$ cat src/rtl/cmaint_pkg.sv
package cmaint_pkg;

  typedef enum logic [1:0] {
    KIND_INV   = 2'd0,
    KIND_CLEAN = 2'd1,
    KIND_FLUSH = 2'd2
  } req_kind_e;

  typedef enum logic [1:0] {
    CMD_CLEAN   = 2'd0,
    CMD_INV     = 2'd1,
    CMD_BARRIER = 2'd2
  } cmd_op_e;

  typedef enum logic [2:0] {
    ST_IDLE,
    ST_SWEEP,
    ST_LINE,
    ST_BAR,
    ST_DRAIN
  } seq_state_e;

endpackage

$ cat src/rtl/cmaint_line_plan.sv
// Decides, for the line under the cursor, which command comes next.
module cmaint_line_plan
  import cmaint_pkg::*;
#(
  parameter int ADDR_W = 32,
  parameter int OFS_W  = 5
) (
  input  logic [1:0]      kind,
  input  logic [ADDR_W:0] cursor,
  input  logic [ADDR_W-1:0] rng_start,
  input  logic [ADDR_W-1:0] rng_end,
  input  logic            second_step,
  output logic            in_range,
  output logic [1:0]      emit_op,
  output logic            step_last
);

  localparam logic [ADDR_W-1:0] LINE_MASK = {{(ADDR_W-OFS_W){1'b1}}, {OFS_W{1'b0}}};

  logic head_partial, tail_partial, edge_line;
  logic want_clean, want_inv;

  always_comb begin
    in_range     = cursor < {1'b0, rng_end};
    head_partial = (cursor[ADDR_W-1:0] == (rng_start & LINE_MASK)) &&
                   (rng_start[OFS_W-1:0] != '0);
    tail_partial = (cursor[ADDR_W-1:0] == (rng_end & LINE_MASK)) &&
                   (rng_end[OFS_W-1:0] != '0);
    edge_line    = (kind == KIND_INV) && (head_partial || tail_partial);
    want_clean   = (kind == KIND_CLEAN) || (kind == KIND_FLUSH) || edge_line;
    want_inv     = (kind == KIND_INV) || (kind == KIND_FLUSH);
    if (!second_step && want_clean) begin
      emit_op   = CMD_CLEAN;
      step_last = !want_inv;
    end else begin
      emit_op   = CMD_INV;
      step_last = 1'b1;
    end
  end

endmodule

$ cat src/rtl/cmaint_cmd_slot.sv
// Registered command output with valid/ready hold.
module cmaint_cmd_slot #(
  parameter int ADDR_W = 32
) (
  input  logic              clk,
  input  logic              rst,
  input  logic              load,
  input  logic [1:0]        load_op,
  input  logic [ADDR_W-1:0] load_addr,
  output logic              free,
  output logic              cmd_valid,
  input  logic              cmd_ready,
  output logic [1:0]        cmd_op,
  output logic [ADDR_W-1:0] cmd_addr
);

  assign free = !cmd_valid || cmd_ready;

  always_ff @(posedge clk) begin
    if (rst) begin
      cmd_valid <= 1'b0;
      cmd_op    <= '0;
      cmd_addr  <= '0;
    end else if (load && free) begin
      cmd_valid <= 1'b1;
      cmd_op    <= load_op;
      cmd_addr  <= load_addr;
    end else if (cmd_ready) begin
      cmd_valid <= 1'b0;
    end
  end

  p_hold_stable_r10: assert property (@(posedge clk) disable iff (rst)
    cmd_valid && !cmd_ready |=> cmd_valid && $stable(cmd_op) && $stable(cmd_addr))
    else $error("R10: command changed under backpressure");

endmodule

$ cat src/rtl/cmaint_seq.sv
module cmaint_seq
  import cmaint_pkg::*;
#(
  parameter int ADDR_W     = 32,
  parameter int LINE_BYTES = 32
) (
  input  logic              clk,
  input  logic              rst,
  input  logic              req_valid,
  output logic              req_ready,
  input  logic [1:0]        req_kind,
  input  logic [ADDR_W-1:0] req_start,
  input  logic [ADDR_W-1:0] req_end,
  output logic              cmd_valid,
  input  logic              cmd_ready,
  output logic [1:0]        cmd_op,
  output logic [ADDR_W-1:0] cmd_addr,
  output logic              sweep_req,
  output logic              sweep_kind,
  input  logic              sweep_ack,
  output logic              done
);

  localparam int OFS_W = $clog2(LINE_BYTES);
  localparam logic [ADDR_W-1:0] LINE_MASK = {{(ADDR_W-OFS_W){1'b1}}, {OFS_W{1'b0}}};
  localparam logic [ADDR_W:0]   LINE_STEP = (ADDR_W+1)'(LINE_BYTES);

  seq_state_e        state;
  logic [1:0]        kind_q;
  logic [ADDR_W-1:0] start_q, end_q;
  logic [ADDR_W:0]   cur_q;
  logic              phase_q;

  logic              in_range, step_last, slot_free, slot_load;
  logic [1:0]        plan_op, load_op;
  logic [ADDR_W-1:0] load_addr;
  logic              whole_space;

  cmaint_line_plan #(.ADDR_W(ADDR_W), .OFS_W(OFS_W)) u_plan (
    .kind(kind_q), .cursor(cur_q), .rng_start(start_q), .rng_end(end_q),
    .second_step(phase_q), .in_range(in_range), .emit_op(plan_op),
    .step_last(step_last)
  );

  always_comb begin
    slot_load = 1'b0;
    load_op   = CMD_BARRIER;
    load_addr = '0;
    if (state == ST_LINE && in_range) begin
      slot_load = 1'b1;
      load_op   = plan_op;
      load_addr = cur_q[ADDR_W-1:0];
    end else if (state == ST_BAR) begin
      slot_load = 1'b1;
    end
  end

  cmaint_cmd_slot #(.ADDR_W(ADDR_W)) u_slot (
    .clk(clk), .rst(rst), .load(slot_load), .load_op(load_op),
    .load_addr(load_addr), .free(slot_free), .cmd_valid(cmd_valid),
    .cmd_ready(cmd_ready), .cmd_op(cmd_op), .cmd_addr(cmd_addr)
  );

  assign req_ready   = (state == ST_IDLE);
  assign whole_space = (req_kind != KIND_CLEAN) && (req_start == '0) && (&req_end);

  always_ff @(posedge clk) begin
    if (rst) begin
      state      <= ST_IDLE;
      kind_q     <= '0;
      start_q    <= '0;
      end_q      <= '0;
      cur_q      <= '0;
      phase_q    <= 1'b0;
      sweep_req  <= 1'b0;
      sweep_kind <= 1'b0;
      done       <= 1'b0;
    end else begin
      done <= 1'b0;
      unique case (state)
        ST_IDLE: if (req_valid) begin
          kind_q  <= req_kind;
          start_q <= req_start;
          end_q   <= req_end;
          cur_q   <= {1'b0, req_start & LINE_MASK};
          phase_q <= 1'b0;
          if (whole_space) begin
            sweep_req  <= 1'b1;
            sweep_kind <= (req_kind == KIND_FLUSH);
            state      <= ST_SWEEP;
          end else if (req_start >= req_end) begin
            state <= ST_BAR;
          end else begin
            state <= ST_LINE;
          end
        end
        ST_SWEEP: if (sweep_ack) begin
          sweep_req <= 1'b0;
          state     <= ST_BAR;
        end
        ST_LINE: begin
          if (!in_range) begin
            state <= ST_BAR;
          end else if (slot_free) begin
            if (step_last) begin
              cur_q   <= cur_q + LINE_STEP;
              phase_q <= 1'b0;
            end else begin
              phase_q <= 1'b1;
            end
          end
        end
        ST_BAR: if (slot_free) state <= ST_DRAIN;
        ST_DRAIN: if (cmd_valid && cmd_ready) begin
          done  <= 1'b1;
          state <= ST_IDLE;
        end
        default: state <= ST_IDLE;
      endcase
    end
  end

  p_line_aligned_r1: assert property (@(posedge clk) disable iff (rst)
    cmd_valid && cmd_op != CMD_BARRIER |-> cmd_addr[OFS_W-1:0] == '0)
    else $error("R1: unaligned line command");

  p_sweep_hold_r7: assert property (@(posedge clk) disable iff (rst)
    sweep_req && !sweep_ack |=> sweep_req)
    else $error("R7: sweep request dropped before ack");

  p_sweep_no_cmd_r7: assert property (@(posedge clk) disable iff (rst)
    sweep_req |-> !cmd_valid)
    else $error("R7: line command during sweep");

  p_done_after_barrier_r8: assert property (@(posedge clk) disable iff (rst)
    done |-> $past(cmd_valid && cmd_ready && cmd_op == CMD_BARRIER))
    else $error("R8: done without barrier acceptance");

  p_ready_idle_r11: assert property (@(posedge clk) disable iff (rst)
    req_ready |-> !cmd_valid && !sweep_req)
    else $error("R11: ready while work is pending");

endmodule

$ cat config.mk
export PLATFORM = sky130hd
export DESIGN_NAME = cmaint_seq
export DESIGN_NICKNAME = d
export VERILOG_FILES = /design/src/rtl/cmaint_pkg.sv /design/src/rtl/cmaint_line_plan.sv /design/src/rtl/cmaint_cmd_slot.sv /design/src/rtl/cmaint_seq.sv
export SDC_FILE = /design/constraint.sdc
export NUM_CORES = 1
export LEC_CHECK = 0
export BUFFER_PORTS_ARGS = -buffer_cell sky130_fd_sc_hd__buf_2
export CAP_MARGIN = 40
export CORE_ASPECT_RATIO = 1.25
export CORE_UTILIZATION = 35
export CTS_CLUSTER_DIAMETER = 50
export DETAILED_ROUTE_END_ITERATION = 12
export SLEW_MARGIN = 20
export SYNTH_ARGS = -nofsm -noshare
export SYNTH_HDL_FRONTEND = slang
export SYNTH_SLANG_ARGS = --single-unit
$ cat constraint.sdc
create_clock -name clk -period 3.9 [get_ports clk]
set_input_delay 0.195 -clock clk [delete_from_list [all_inputs] [get_ports clk]]
set_output_delay 0.195 -clock clk [all_outputs]
set_load 0.01 [all_outputs]
==> summary.md <==
| Metric | Value |
|---|---|
| Status | `finished, final reports clean` |
| Clk slew on worst S/H paths | `about 0.060 ns` |
| GPL Wtd Cong | `slightly above 0.9` |
| Ys flop type | `dfxtp_1` |
| R2R Setup Slk | `around 0.75 ns` |
| Post-synth EDFFs | `0` |
| FFs w/ async S/R, synth | `0%` |
| Final setup vio count | `0` |
| Cell area after layout | `0.008919 sq mm` |
| PwrDens | `764.7 mW/mm^2` |
| Syn nets | `1085` |
| Std cell rows | `59` |
| Number of max-cap violations | `0` |
| Syn Inst Count | `approximately 950` |
| Total GRT Usage | `between 20% and 30%` |
| ANT cells | `0` |
| R2r worst-path depth | `10` |
| Global-route wire length before repair | `slightly below 40000 um` |
| Grt total ovfl | `0` |
| Commonest cells after routing, fill and taps aside | `nand2_1 (176), dfxtp_1 (132), buf_2 (108)` |
| Hold Crit Depth | `3` |
| Final cycle utilization of the critical path | `about four fifths` |
| WL/cell | `about 20 um` |
| Clock sink total | `132` |
| Worst Tran Pin Value | `about 0.75 ns` |
| Post-CTS resize count | `0` |
| Crit Path Category | `reg2reg` |
| Crit. Startpoint | `cur_q[15]$_SDFFE_PP0P_` |
| Lkg Pwr | `~0.0038 uW` |
| Distinct cells, synth | `64` |
| Sequential share of the synthesized area | `a little over a third` |
| Die footprint | `roughly 0.022 sq mm` |
| Setup bufs post-CTS | `0` |
| Initial Utilization | `around 36%` |
| Mapped cell area | `~0.0075 sq mm` |
| Largest net degree at the start of global routing | `approximately 70` |
| Min-delay worst type | `in2reg` |
| Placed Area | `roughly 0.0083 sq mm` |
| Tmin final | `between 3 and 4 ns` |
| NumNets Final | `~1200` |
| CP Launch Type | `register` |
| Syn Area/Cell | `slightly below 8 sq um` |
| Met1 Track Usage GR | `about 30%` |
| Most common cell after layout, fill and taps aside | `nand2_1` |
| Die Width | `between 100 and 150 um` |
| Overall via count from detail_route | `around 7200` |
| Die H | `around 170 um` |
| Boundary Pins | `between 100 and 150` |
| CTS tree | `yes` |
| Synth-to-Final Area Change | `18.64%` |
| GR Util met2 | `around 38%` |
| Met3 Usage GRT | `roughly 4.4%` |
| CP max FO | `21` |
| Initial antenna violation count | `0` |
| Slew margin rel. | `between 50% and 60%` |
| Post-CTS Hold Buffers | `0` |
| DPL Wire Length | `between 15000 and 20000 um` |
| Pre-antenna DRT Iters | `6` |
| Grt peak-use layer | `met2` |
| Core area | `between 0.02 and 0.025 sq mm` |
| Post-route ant nets | `0` |
| Max frequency | `between 0.3 and 0.4 GHz` |
| RSZ-0062 raised after global routing | `false` |
| Setup Skew | `0.006536 ns` |
| Layout cells sized above 1 | `between 10% and 20%` |
| CTS Buffer Depth | `2` |
| Worst R2R End | `u_slot.cmd_addr[30]$_SDFFE_PP0P_` |
| Setup TNS | `0 ns` |
| Clock tree root buffer cell | `clkbuf_16` |
| Required @ worst endpoint | `roughly 4.2 ns` |
| Max-slew violations | `0` |
| Total power | `between 6000 and 7000 uW` |
| Synthesis Warnings | `0` |
| CTS H-Tree Depth | `4` |
| Residual DRC | `0` |
| Iter 0 DRT Violations | `roughly 660` |
| Reg2reg start | `cur_q[15]$_SDFFE_PP0P_` |
| Final Hold Viols | `0` |
| Synthesized flop and latch total | `~130` |
| Worst setup path end | `u_slot.cmd_addr[30]$_SDFFE_PP0P_` |
| Vias/cell | `5.448` |
| CTS Buf Count | `17` |
| Number of global-route vias before repair | `~6800` |
| IO Port Bufs | `roughly 110` |
| Skew-Pair Late Insertion Delay | `~0.43 ns` |
| CP Capture Type | `register` |
| Fill count | `2201` |
| WL final | `between 20000 and 30000 um` |
| Peak supply drop | `~370 uV` |
| Worst EP arrival | `between 3 and 4 ns` |
==> per-stage QoR <==
step | util (%) | hold WS, ns | setup slack, ns | instances
final | 42.54 | 0.01488 | 0.7473 | 1326
after CTS | 42.54 | 0.0004184 | 0.7686 | 1326
after detailed placement | 39.69 | 0.4409 | 0.7996 | 1294
after global placement | 39.62 | 0.4396 | 0.6703 | 1293
after floorplan | - | 0.3310 | 1.323 | 952
after global routing | 42.54 | 0.01029 | 0.5553 | 1326
==> power by group <==
| group | switching [uW] | total, uW | internal, uW |
|---|---|---|---|
| combinational | 1980 | 3130 | 1150 |
| clock | 633 | 1620 | 992 |
| sequential | 393 | 2070 | 1670 |
| total | 3010 | 6820 | 3810 |
==> flip-flops by register name, summed over array words and instances, names as in the netlist <==
name,cells
sweep_req,1
u_slot.cmd_addr,28
end_q,32
cur_q,28
u_slot.cmd_op,2
start_q,32
u_slot.cmd_valid,1
state,3
sweep_kind,1
kind_q,2
phase_q,1
done,1
==> final cells by class <==
| cell class | instances | area [sq um] | share of cell area, % |
|---|---|---|---|
| Clock buffer | 21 | 470.5 | 5.275 |
| Clock inverter | 11 | 126.4 | 1.417 |
| Inverter | 78 | 292.8 | 3.283 |
| Multi-Input combinational cell | 678 | 4315 | 48.39 |
| Sequential cell | 132 | 2643 | 29.63 |
| Tap cell | 274 | 342.8 | 3.844 |
| Timing Repair Buffer | 132 | 728.2 | 8.165 |
==> routing by layer <==
| metal | vias to the layer above | wire, um |
|---|---|---|
| met5 | - | 0 |
| met4 | 0 | 1406 |
| met3 | 61 | 1243 |
| met2 | 220 | 12160 |
| met1 | 3373 | 11100 |
| li1 | 3570 | - |
==> kinds of logic after synthesis <==
family | Yosys count | share of synthesized area [%]
compound gates | 250 | 22.70
xor+xnor | 27 | 3.146
simple gates | 338 | 20.99
fa+ha+maj | 62 | 10.32
flops | 132 | 35.15
buf+inv | 142 | 7.557
mux | 1 | 0.1332
==> critical path: stages (launching register included) <==
cell and delay, ns:
dfxtp_1 0.30, buf_4 0.16, ha_1 0.31, and4_1 0.22, nor4bb_1 0.39, o31ai_1 0.19
a211oi_1 0.52, nor2_2 0.17, and3_1 0.33, buf_8 0.20, a22o_1 0.25
==> how the worst min path moves through the flow <==
stage	from	to	slack, ns
after floorplan	req_end[1]	end_q[1]$_SDFFE_PP0P_	0.33
after global placement	end_q[3]$_SDFFE_PP0P_	end_q[3]$_SDFFE_PP0P_	0.44
after detailed placement	start_q[4]$_SDFFE_PP0P_	start_q[4]$_SDFFE_PP0P_	0.44
after CTS	req_end[11]	end_q[11]$_SDFFE_PP0P_	0.0004
after global routing	req_end[11]	end_q[11]$_SDFFE_PP0P_	0.01
final	req_end[11]	end_q[11]$_SDFFE_PP0P_	0.01
==> cell usage after synthesis, drive strengths merged (4+ instances only) <==
| cell | count | area, sq um |
|---|---|---|
| a211oi | 10 | 75.07 |
| a21o | 11 | 82.58 |
| a21oi | 109 | 560.5 |
| a22o | 27 | 236.5 |
| a311oi | 5 | 43.79 |
| a31o | 5 | 43.79 |
| a32o | 10 | 100.1 |
| and2 | 9 | 56.31 |
| and3 | 5 | 31.28 |
| buf | 16 | 95.09 |
| clkbuf | 48 | 180.2 |
| dfxtp | 132 | 2643 |
| ha | 62 | 775.7 |
| inv | 78 | 292.8 |
| nand2 | 177 | 664.4 |
| nand3 | 26 | 130.1 |
| nand4 | 19 | 118.9 |
| nor2 | 30 | 117.6 |
| nor3 | 22 | 110.1 |
| nor4 | 22 | 137.6 |
| o211ai | 8 | 60.06 |
| o21a | 4 | 30.03 |
| o21ai | 13 | 65.06 |
| o311ai | 6 | 52.55 |
| o31ai | 11 | 82.58 |
| o32ai | 7 | 61.31 |
| or3 | 5 | 31.28 |
| or4 | 7 | 52.55 |
| xor2 | 24 | 210.2 |
(Power assumes the default switching activity.)
